**src/rtl/pg_pkg.sv**
```systemverilog
package pg_pkg;
   typedef enum logic {
      CH_LOW = 1'b0,
      CH_OK  = 1'b1
   } chan_st_e;
endpackage

```
**src/rtl/pg_hyst_cmp.sv**
```systemverilog
module pg_hyst_cmp
   import pg_pkg::*;
#(
   parameter int CODE_W = 10,
   parameter int LO     = 256,
   parameter int HYS    = 8
) (
   input  logic              clk,
   input  logic              rst_n,
   input  logic [CODE_W-1:0] code,
   output logic              healthy,
   output logic              below
);
   localparam int RISE_I = LO + HYS;
   localparam logic [CODE_W-1:0] FALL_C = CODE_W'(LO);
   localparam logic [CODE_W-1:0] RISE_C = CODE_W'(RISE_I);

   if (LO < 1)                  $error("pg_hyst_cmp: LO must be positive");
   if (HYS < 0)                 $error("pg_hyst_cmp: HYS must not be negative");
   if (RISE_I >= (1 << CODE_W)) $error("pg_hyst_cmp: LO+HYS exceeds code range");

   chan_st_e st_q;

   assign below = (code < FALL_C);

   if (HYS == 0) begin : g_plain
      always_ff @(posedge clk or negedge rst_n) begin
         if (!rst_n)      st_q <= CH_LOW;
         else if (below)  st_q <= CH_LOW;
         else             st_q <= CH_OK;
      end
   end else begin : g_band
      always_ff @(posedge clk or negedge rst_n) begin
         if (!rst_n)              st_q <= CH_LOW;
         else if (below)          st_q <= CH_LOW;
         else if (code >= RISE_C) st_q <= CH_OK;
      end
   end

   assign healthy = (st_q == CH_OK);


   rise_level_chk: assert property (@(posedge clk) disable iff (!rst_n)
      $rose(healthy) |-> ($past(code) >= RISE_C));


   fall_level_chk: assert property (@(posedge clk) disable iff (!rst_n)
      $fell(healthy) |-> ($past(code) < FALL_C));
endmodule

```
**src/rtl/pg_delay_timer.sv**
```systemverilog
module pg_delay_timer #(
   parameter int DELAY_TICKS = 250
) (
   input  logic clk,
   input  logic rst_n,
   input  logic clear,
   input  logic tick,
   output logic done
);
   localparam int CNT_W = $clog2(DELAY_TICKS + 1);
   localparam logic [CNT_W-1:0] LAST = CNT_W'(DELAY_TICKS);

   if (DELAY_TICKS < 1) $error("pg_delay_timer: DELAY_TICKS must be at least 1");

   logic [CNT_W-1:0] cnt_q;

   assign done = (cnt_q == LAST);

   always_ff @(posedge clk or negedge rst_n) begin
      if (!rst_n)              cnt_q <= '0;
      else if (clear)          cnt_q <= '0;
      else if (tick && !done)  cnt_q <= cnt_q + 1'b1;
   end


   cnt_bound_chk: assert property (@(posedge clk) disable iff (!rst_n)
      cnt_q <= LAST);


   clear_zero_chk: assert property (@(posedge clk) disable iff (!rst_n)
      $past(clear) |-> (cnt_q == '0));
endmodule

```
**src/rtl/pwr_good_gen.sv**
```systemverilog
module pwr_good_gen #(
   parameter int CODE_W      = 10,
   parameter int DET_LO      = 256,
   parameter int DET_HYS     = 8,
   parameter int V5_LO       = 880,
   parameter int V5_HYS      = 8,
   parameter int DELAY_TICKS = 250
) (
   input  logic              clk,
   input  logic              rst_n,
   input  logic              tick,
   input  logic              en,
   input  logic [CODE_W-1:0] det_code,
   input  logic [CODE_W-1:0] v5_code,
   output logic              pg
);
   if (CODE_W < 2) $error("pwr_good_gen: CODE_W too small");

   logic det_ok, det_below, v5_ok, v5_below;
   logic fail_now, qual, done;

   pg_hyst_cmp #(.CODE_W(CODE_W), .LO(DET_LO), .HYS(DET_HYS)) u_det (
      .clk(clk), .rst_n(rst_n), .code(det_code),
      .healthy(det_ok), .below(det_below));

   pg_hyst_cmp #(.CODE_W(CODE_W), .LO(V5_LO), .HYS(V5_HYS)) u_v5 (
      .clk(clk), .rst_n(rst_n), .code(v5_code),
      .healthy(v5_ok), .below(v5_below));

   assign fail_now = !en || det_below || v5_below;
   assign qual     = en && det_ok && v5_ok;

   pg_delay_timer #(.DELAY_TICKS(DELAY_TICKS)) u_tmr (
      .clk(clk), .rst_n(rst_n), .clear(fail_now || !qual),
      .tick(tick), .done(done));

   always_ff @(posedge clk or negedge rst_n) begin
      if (!rst_n) pg <= 1'b0;
      else        pg <= !fail_now && qual && done;
   end


   pg_rise_chk: assert property (@(posedge clk) disable iff (!rst_n)
      $rose(pg) |-> $past(done));


   en_low_chk: assert property (@(posedge clk) disable iff (!rst_n)
      !$past(en) |-> !pg);


   det_drop_chk: assert property (@(posedge clk) disable iff (!rst_n)
      $past(det_below) |-> !pg);


   v5_drop_chk: assert property (@(posedge clk) disable iff (!rst_n)
      $past(v5_below) |-> !pg);
endmodule

```
**config.mk**
```make
export PLATFORM = sky130hd
export DESIGN_NAME = pwr_good_gen
export DESIGN_NICKNAME = d
export VERILOG_FILES = /design/src/rtl/pg_pkg.sv /design/src/rtl/pg_hyst_cmp.sv /design/src/rtl/pg_delay_timer.sv /design/src/rtl/pwr_good_gen.sv
export SDC_FILE = /design/constraint.sdc
export NUM_CORES = 1
export LEC_CHECK = 0
export BUFFER_PORTS_ARGS = -buffer_cell sky130_fd_sc_hd__buf_2
export CAP_MARGIN = 20
export CELL_PAD_IN_SITES_DETAIL_PLACEMENT = 2
export CELL_PAD_IN_SITES_GLOBAL_PLACEMENT = 2
export CORE_MARGIN = 10
export CORE_UTILIZATION = 25
export DETAILED_ROUTE_END_ITERATION = 6
export PLACE_DENSITY = 0.79
export SYNTH_ARGS = -nofsm -noshare
export SYNTH_HDL_FRONTEND = slang
export SYNTH_SLANG_ARGS = --single-unit
```
**constraint.sdc**
```tcl
create_clock -name clk -period 1.9 [get_ports clk]
set_input_delay 0.19 -clock clk [delete_from_list [all_inputs] [get_ports clk]]
set_output_delay 0.19 -clock clk [all_outputs]
set_load 0.05 [all_outputs]
```
* Word-level counts from Yosys, hierarchy flattened
Index checks and enable logic that the tools add are counted.
Storage, ports and cells: input port bits 24, logic and storage cells 31, bits in registers 11, output and inout bits 1
Operators by class: magnitude comparators 4, reductions and logical operators 15, eq/ne operators 1, mux-type cells 6, add/subtract/negate cells 1
Operators with widths (number):
- two-way mux 8 bit | 2
- >= comparator 10 bit, second input constant | 1
- >= comparator 10 x 9 -> 1 bit, second input constant | 1
- < comparator 10 bit, second input constant | 1
- < comparator 10 x 9 -> 1 bit, second input constant | 1
- adder 8 x 1 -> 8 bit, second input constant | 1
- equality test 8 bit, second input constant | 1
- nonzero test 2 bit | 3
- logical AND 1 bit | 5
- zero test 1 bit | 4
- two-way mux 1 bit | 4
- logical OR 1 bit | 3

* Depth between registers and ports, before layout
word-level depth 6, mapped depth 5, depth with buffers taken out 5

* Modules after synthesis
From an unflattened synthesis, not the netlist that was laid out.
Second synthesis, totals: cells, all modules 61, area, all modules 621.8 µm²
Modules (own cells, without submodules):
- pg_delay_timer | area an instance 465.4 µm², instances 1, cells an instance 46, sequential area each 200.2 µm²
- pg_hyst_cmp (u_v5) | area an instance 53.8 µm², instances 1, cells an instance 5, sequential area each 25.0 µm²
- pg_hyst_cmp (u_det) | area an instance 51.3 µm², instances 1, cells an instance 5, sequential area each 25.0 µm²
- pwr_good_gen | area an instance 51.3 µm², instances 1, cells an instance 5, sequential area each 25.0 µm²

* Least setup slack after synthesis
OpenSTA, ideal clock, no wires.
path kind flip-flop to flip-flop, start point reg u_v5.st_q (netlist: u_v5.healthy), end point reg u_tmr.cnt_q[1], setup time 0.101 ns, required time 1.799 ns, arrival 1.236 ns, stages on the path, launching flop included 5, clock period less this slack 1.337 ns, slack 0.563 ns, path through dfrtp_1 > nand3_1 > or4_4 > buf_6 > nor4_1
On the way: word-level cells in the longest chain between the ends 4, elaborated cells on any way between the ends 5, those cells by class mux: 1; reduce/logical: 4
Ends and longest elaborated chain:
- start: declaration | line pg_hyst_cmp.sv:22 | chan_st_e st_q;
- start signal: assignment | line pg_hyst_cmp.sv:34 | if (!rst_n) st_q <= CH_LOW;
- start signal: assignment | line pg_hyst_cmp.sv:35 | else if (below) st_q <= CH_LOW;
- start signal: assignment | line pg_hyst_cmp.sv:36 | else if (code >= RISE_C) st_q <= CH_OK;
- logical AND 1 bit (*) | line pwr_good_gen.sv:31 | assign qual = en && det_ok && v5_ok;
- zero test 1 bit (*) | line pwr_good_gen.sv:34 | .clk(clk), .rst_n(rst_n), .clear(fail_now || !qual),
- logical OR 1 bit (*) | line pwr_good_gen.sv:34
- two-way mux 8 bit / nonzero test 2 bit (equally long branches)
- end signal: assignment | line pg_delay_timer.sv:22 | else if (tick && !done) cnt_q <= cnt_q + 1'b1;
- end: declaration | line pg_delay_timer.sv:15 | logic [CNT_W-1:0] cnt_q;
Mark *: on every way between the ends. The rest lies on a longest branch, timed or not. A chain may end at the register's enable or synchronous reset.

* Worst setup path in the final report
start point reg u_tmr.cnt_q[3], end point reg u_tmr.cnt_q[0]
On the way: word-level cells in the longest chain between the ends 4
Ends and longest elaborated chain:
- equality test 8 bit | line pg_delay_timer.sv:17 | assign done = (cnt_q == LAST);
- zero test 1 bit | line pg_delay_timer.sv:22
- logical AND 1 bit | line pg_delay_timer.sv:22
- nonzero test 2 bit (no line)
Every way passes these cells.

==> run metrics <==
Clock H-tree levels 1; outcome finished, final reports clean; endpoint required time on the critical path 2.10 ns; DRC violation count after routing 0; synthesized area per cell 9.473 um^2; number of unique standard cell types used by synthesis 22; vertical die dimension 68.86 um; total number of yosys warnings 0; WL/cell 15.90 um; aggregate routed wire length 1.765 mm; Worst setup endpoint u_tmr.cnt_q[0]$_DFFE_PN0P_; type of the worst setup path reg -> reg; number of max-slew violations in the final report 0; clock latency on the worst-skew pair 0.28 ns; area of the die 4742 um^2; setup repair after global routing missed its margin false; initial detailed-routing violation count 6; Setup Skew 0.001313 ns; Sw Pwr 105.3 uW; die outline width 68.86 um; critical path peak fanout 8; number of gates resized after cts 0; setup TNS 0 ns; number of nets in the final layout 110; clock-pin slew on the worst setup and hold paths 0.07 ns; number of buffers added by the clock tree synthesis step 3; total power draw 441.3 uW; proportion of layout cells with a drive suffix above 1 0.2651; length of the first detailed-routing pass in iterations 3; Final Setup Violations 0; clock tree from TritonCTS built; sequential fraction of design power 0.538; number of nets in the synthesized netlist 89; fraction of the core area covered by cells at the end of the flow 0.3272; number of instances in the synthesized netlist 63; Seq cells post-synth 11; clock root cell sky130_fd_sc_hd__clkbuf_4; initial standard-cell utilization of the core 0.2672; area growth from synthesis to layout 22.43%; total track usage 0.08238; r2r startpoint u_tmr.cnt_q[3]$_DFFE_PN0P_; number of buffer cells added on primary ports 18; total half-perimeter wirelength after legalization and detailed placement 1.402 mm; Max VDD drop 0.2807 mV; summed instance area of the synthesized netlist 596.8 um^2; Ports 25; Hold Fails Final Rpt 0; worst reg2reg path depth 3; vias in the first global route 637; most frequent standard cell in the layout excluding fill and tap cells sky130_fd_sc_hd__buf_2; capturing element type of the critical path flip-flop; post-route fraction of the period consumed by the critical path 0.8289; RD Place Congestion 0.6943; leftover overflow at the end of global routing 0; Logic pwr share 0.081; maximum number of buffers from clock root to sink 2; Placement Rows 17; final setup slack of the worst path 0.3252 ns; capture point of the worst reg-to-reg path u_tmr.cnt_q[0]$_DFFE_PN0P_; classification of the worst-slack hold path in -> reg; diodes inserted 0; relative slew slack 0.7632; cell-internal power 336.0 uW; wire length of the first global-routing pass 2.898 mm; routed vias/inst 5.180; power share of the clock group 0.381; initial antenna violation count 0; Final ANT Viol Nets 0; Data arrival, critical path 1.77 ns; core region area 2233 um^2; Final min period 1.575 ns; vias after detailed routing 575; dpl ws 0.3343 ns; number of fill cells in the layout 275; leakage dissipation 0.3033 nW; Pwr per Cell Area 604.0 nW/um^2; critical path launch point type flip-flop; Worst R2R Setup Slack 0.33 ns; largest net degree at the start of global routing 12; most frequent cells in the layout 18 x sky130_fd_sc_hd__buf_2, 11 x sky130_fd_sc_hd__dfrtp_1, 6 x sky130_fd_sc_hd__nand2_1; launch point of the critical path u_tmr.cnt_q[3]$_DFFE_PN0P_; actual slew at the worst max-slew pin 0.3541 ns; fraction of power spent switching nets 0.2387; count of max-cap constraint violations 0; portion of the post-synthesis area used by sequential elements 0.4612; maximum frequency from static timing analysis 635.0 MHz; count of clock tree sinks 11
==> timing repair <==
item | in CTS | in global routing
buffers inserted | 0 | 0
endpoints found under the hold margin | 11 | 0
hold buffers | 1 | 0
==> worst max-delay path: stages, from the launching register on <==
cell	delay [ns]
sky130_fd_sc_hd__dfrtp_1	0.44
sky130_fd_sc_hd__nand4_1	0.34
sky130_fd_sc_hd__or4_1	0.58
sky130_fd_sc_hd__a31oi_1	0.14
==> cell usage after synthesis <==
cell type / n / area, um^2
sky130_fd_sc_hd__o2111ai_1: 2 / 17.52
sky130_fd_sc_hd__xor2_1: 2 / 17.52
sky130_fd_sc_hd__o311a_1: 1 / 10.01
sky130_fd_sc_hd__or4_4: 1 / 11.26
sky130_fd_sc_hd__or4_1: 1 / 7.510
sky130_fd_sc_hd__buf_2: 1 / 5.000
sky130_fd_sc_hd__nand2_1: 6 / 22.52
sky130_fd_sc_hd__nand4_1: 3 / 18.77
sky130_fd_sc_hd__or3_1: 3 / 18.77
sky130_fd_sc_hd__nor2_1: 5 / 18.77
sky130_fd_sc_hd__o21ai_0: 3 / 15.01
sky130_fd_sc_hd__a31oi_1: 2 / 12.51
sky130_fd_sc_hd__nand2b_1: 1 / 6.260
sky130_fd_sc_hd__nor4_1: 4 / 25.02
sky130_fd_sc_hd__buf_6: 2 / 22.52
sky130_fd_sc_hd__inv_1: 3 / 11.26
sky130_fd_sc_hd__a21oi_1: 5 / 25.02
sky130_fd_sc_hd__nand3_1: 3 / 15.01
sky130_fd_sc_hd__a21o_1: 1 / 7.510
sky130_fd_sc_hd__ha_1: 2 / 25.02
sky130_fd_sc_hd__dfrtp_1: 11 / 275.3
sky130_fd_sc_hd__o311ai_0: 1 / 8.760
==> sequential cells by signal (all words and copies together) (netlist names) <==
signal	cells
u_tmr.cnt_q	8
u_det.healthy	1
pg	1
u_v5.healthy	1
==> metal layers <==
layer | wire, um | track usage
met1 | 709 | 0.08241
met5 | 0 | 0
met3 | 149 | 0.05475
met4 | 20 | 0.02956
met2 | 885 | 0.1347
==> power groups by stage <==
stage	sequential, mW	combinational (mW)	clock, mW
after floorplan	0.242	0.0107	0
after detailed placement	0.242	0.0352	0
after CTS	0.237	0.0368	0.181
after global routing	0.238	0.0410	0.195
final	0.237	0.0358	0.168
after global placement	0.242	0.0335	0
==> through the flow <==
stage               hold WS, ns  instance area (um^2)  instances
finish                   0.1051                 730.7        111
global route            0.09346                 730.7        111
CTS                     0.09381                 730.7        111
detailed placement      0.08380                 694.4        106
global placement        0.07773                 694.4        106
floorplan               -0.1056                 596.8         63
==> cell type report <==
type | count | area, um^2 | area share
clock buffers | 4 | 26.28 | 0.03596
inverters | 3 | 11.26 | 0.01541
repair buffers | 19 | 100.1 | 0.1370
multi-input cells | 46 | 282.8 | 0.3870
flip-flops and latches | 11 | 275.3 | 0.3767
well taps | 28 | 35.03 | 0.04795
==> cells by family (layout without fill, tap and decap cells) <==
kind of cell    count (synthesis)  in the layout  share of synthesized area
flops                          11             11                     0.4612
fa+ha+maj                       2              2                    0.04192
xor+xnor                        2              2                    0.02936
compound gates                 15             15                     0.1614
simple gates                   27             27                     0.2411
buf+inv                         6             26                    0.06498
==> worst min-delay path by stage <==
stage / depth (start not counted) / startpoint / slack (ns) / endpoint
3_5_place_dp: 1 / rst_n / 0.08 / u_tmr.cnt_q[0]$_DFFE_PN0P_
6_report: 2 / det_code[9] / 0.11 / u_det.healthy$_DFFE_PN0P_
2_1_floorplan: 0 / rst_n / -0.11 / pg$_DFF_PN0_
4_1_cts: 2 / det_code[9] / 0.09 / u_det.healthy$_DFFE_PN0P_
3_3_place_gp: 1 / rst_n / 0.08 / u_tmr.cnt_q[0]$_DFFE_PN0P_
5_1_grt: 2 / det_code[9] / 0.09 / u_det.healthy$_DFFE_PN0P_
(Power assumes the default switching activity.)
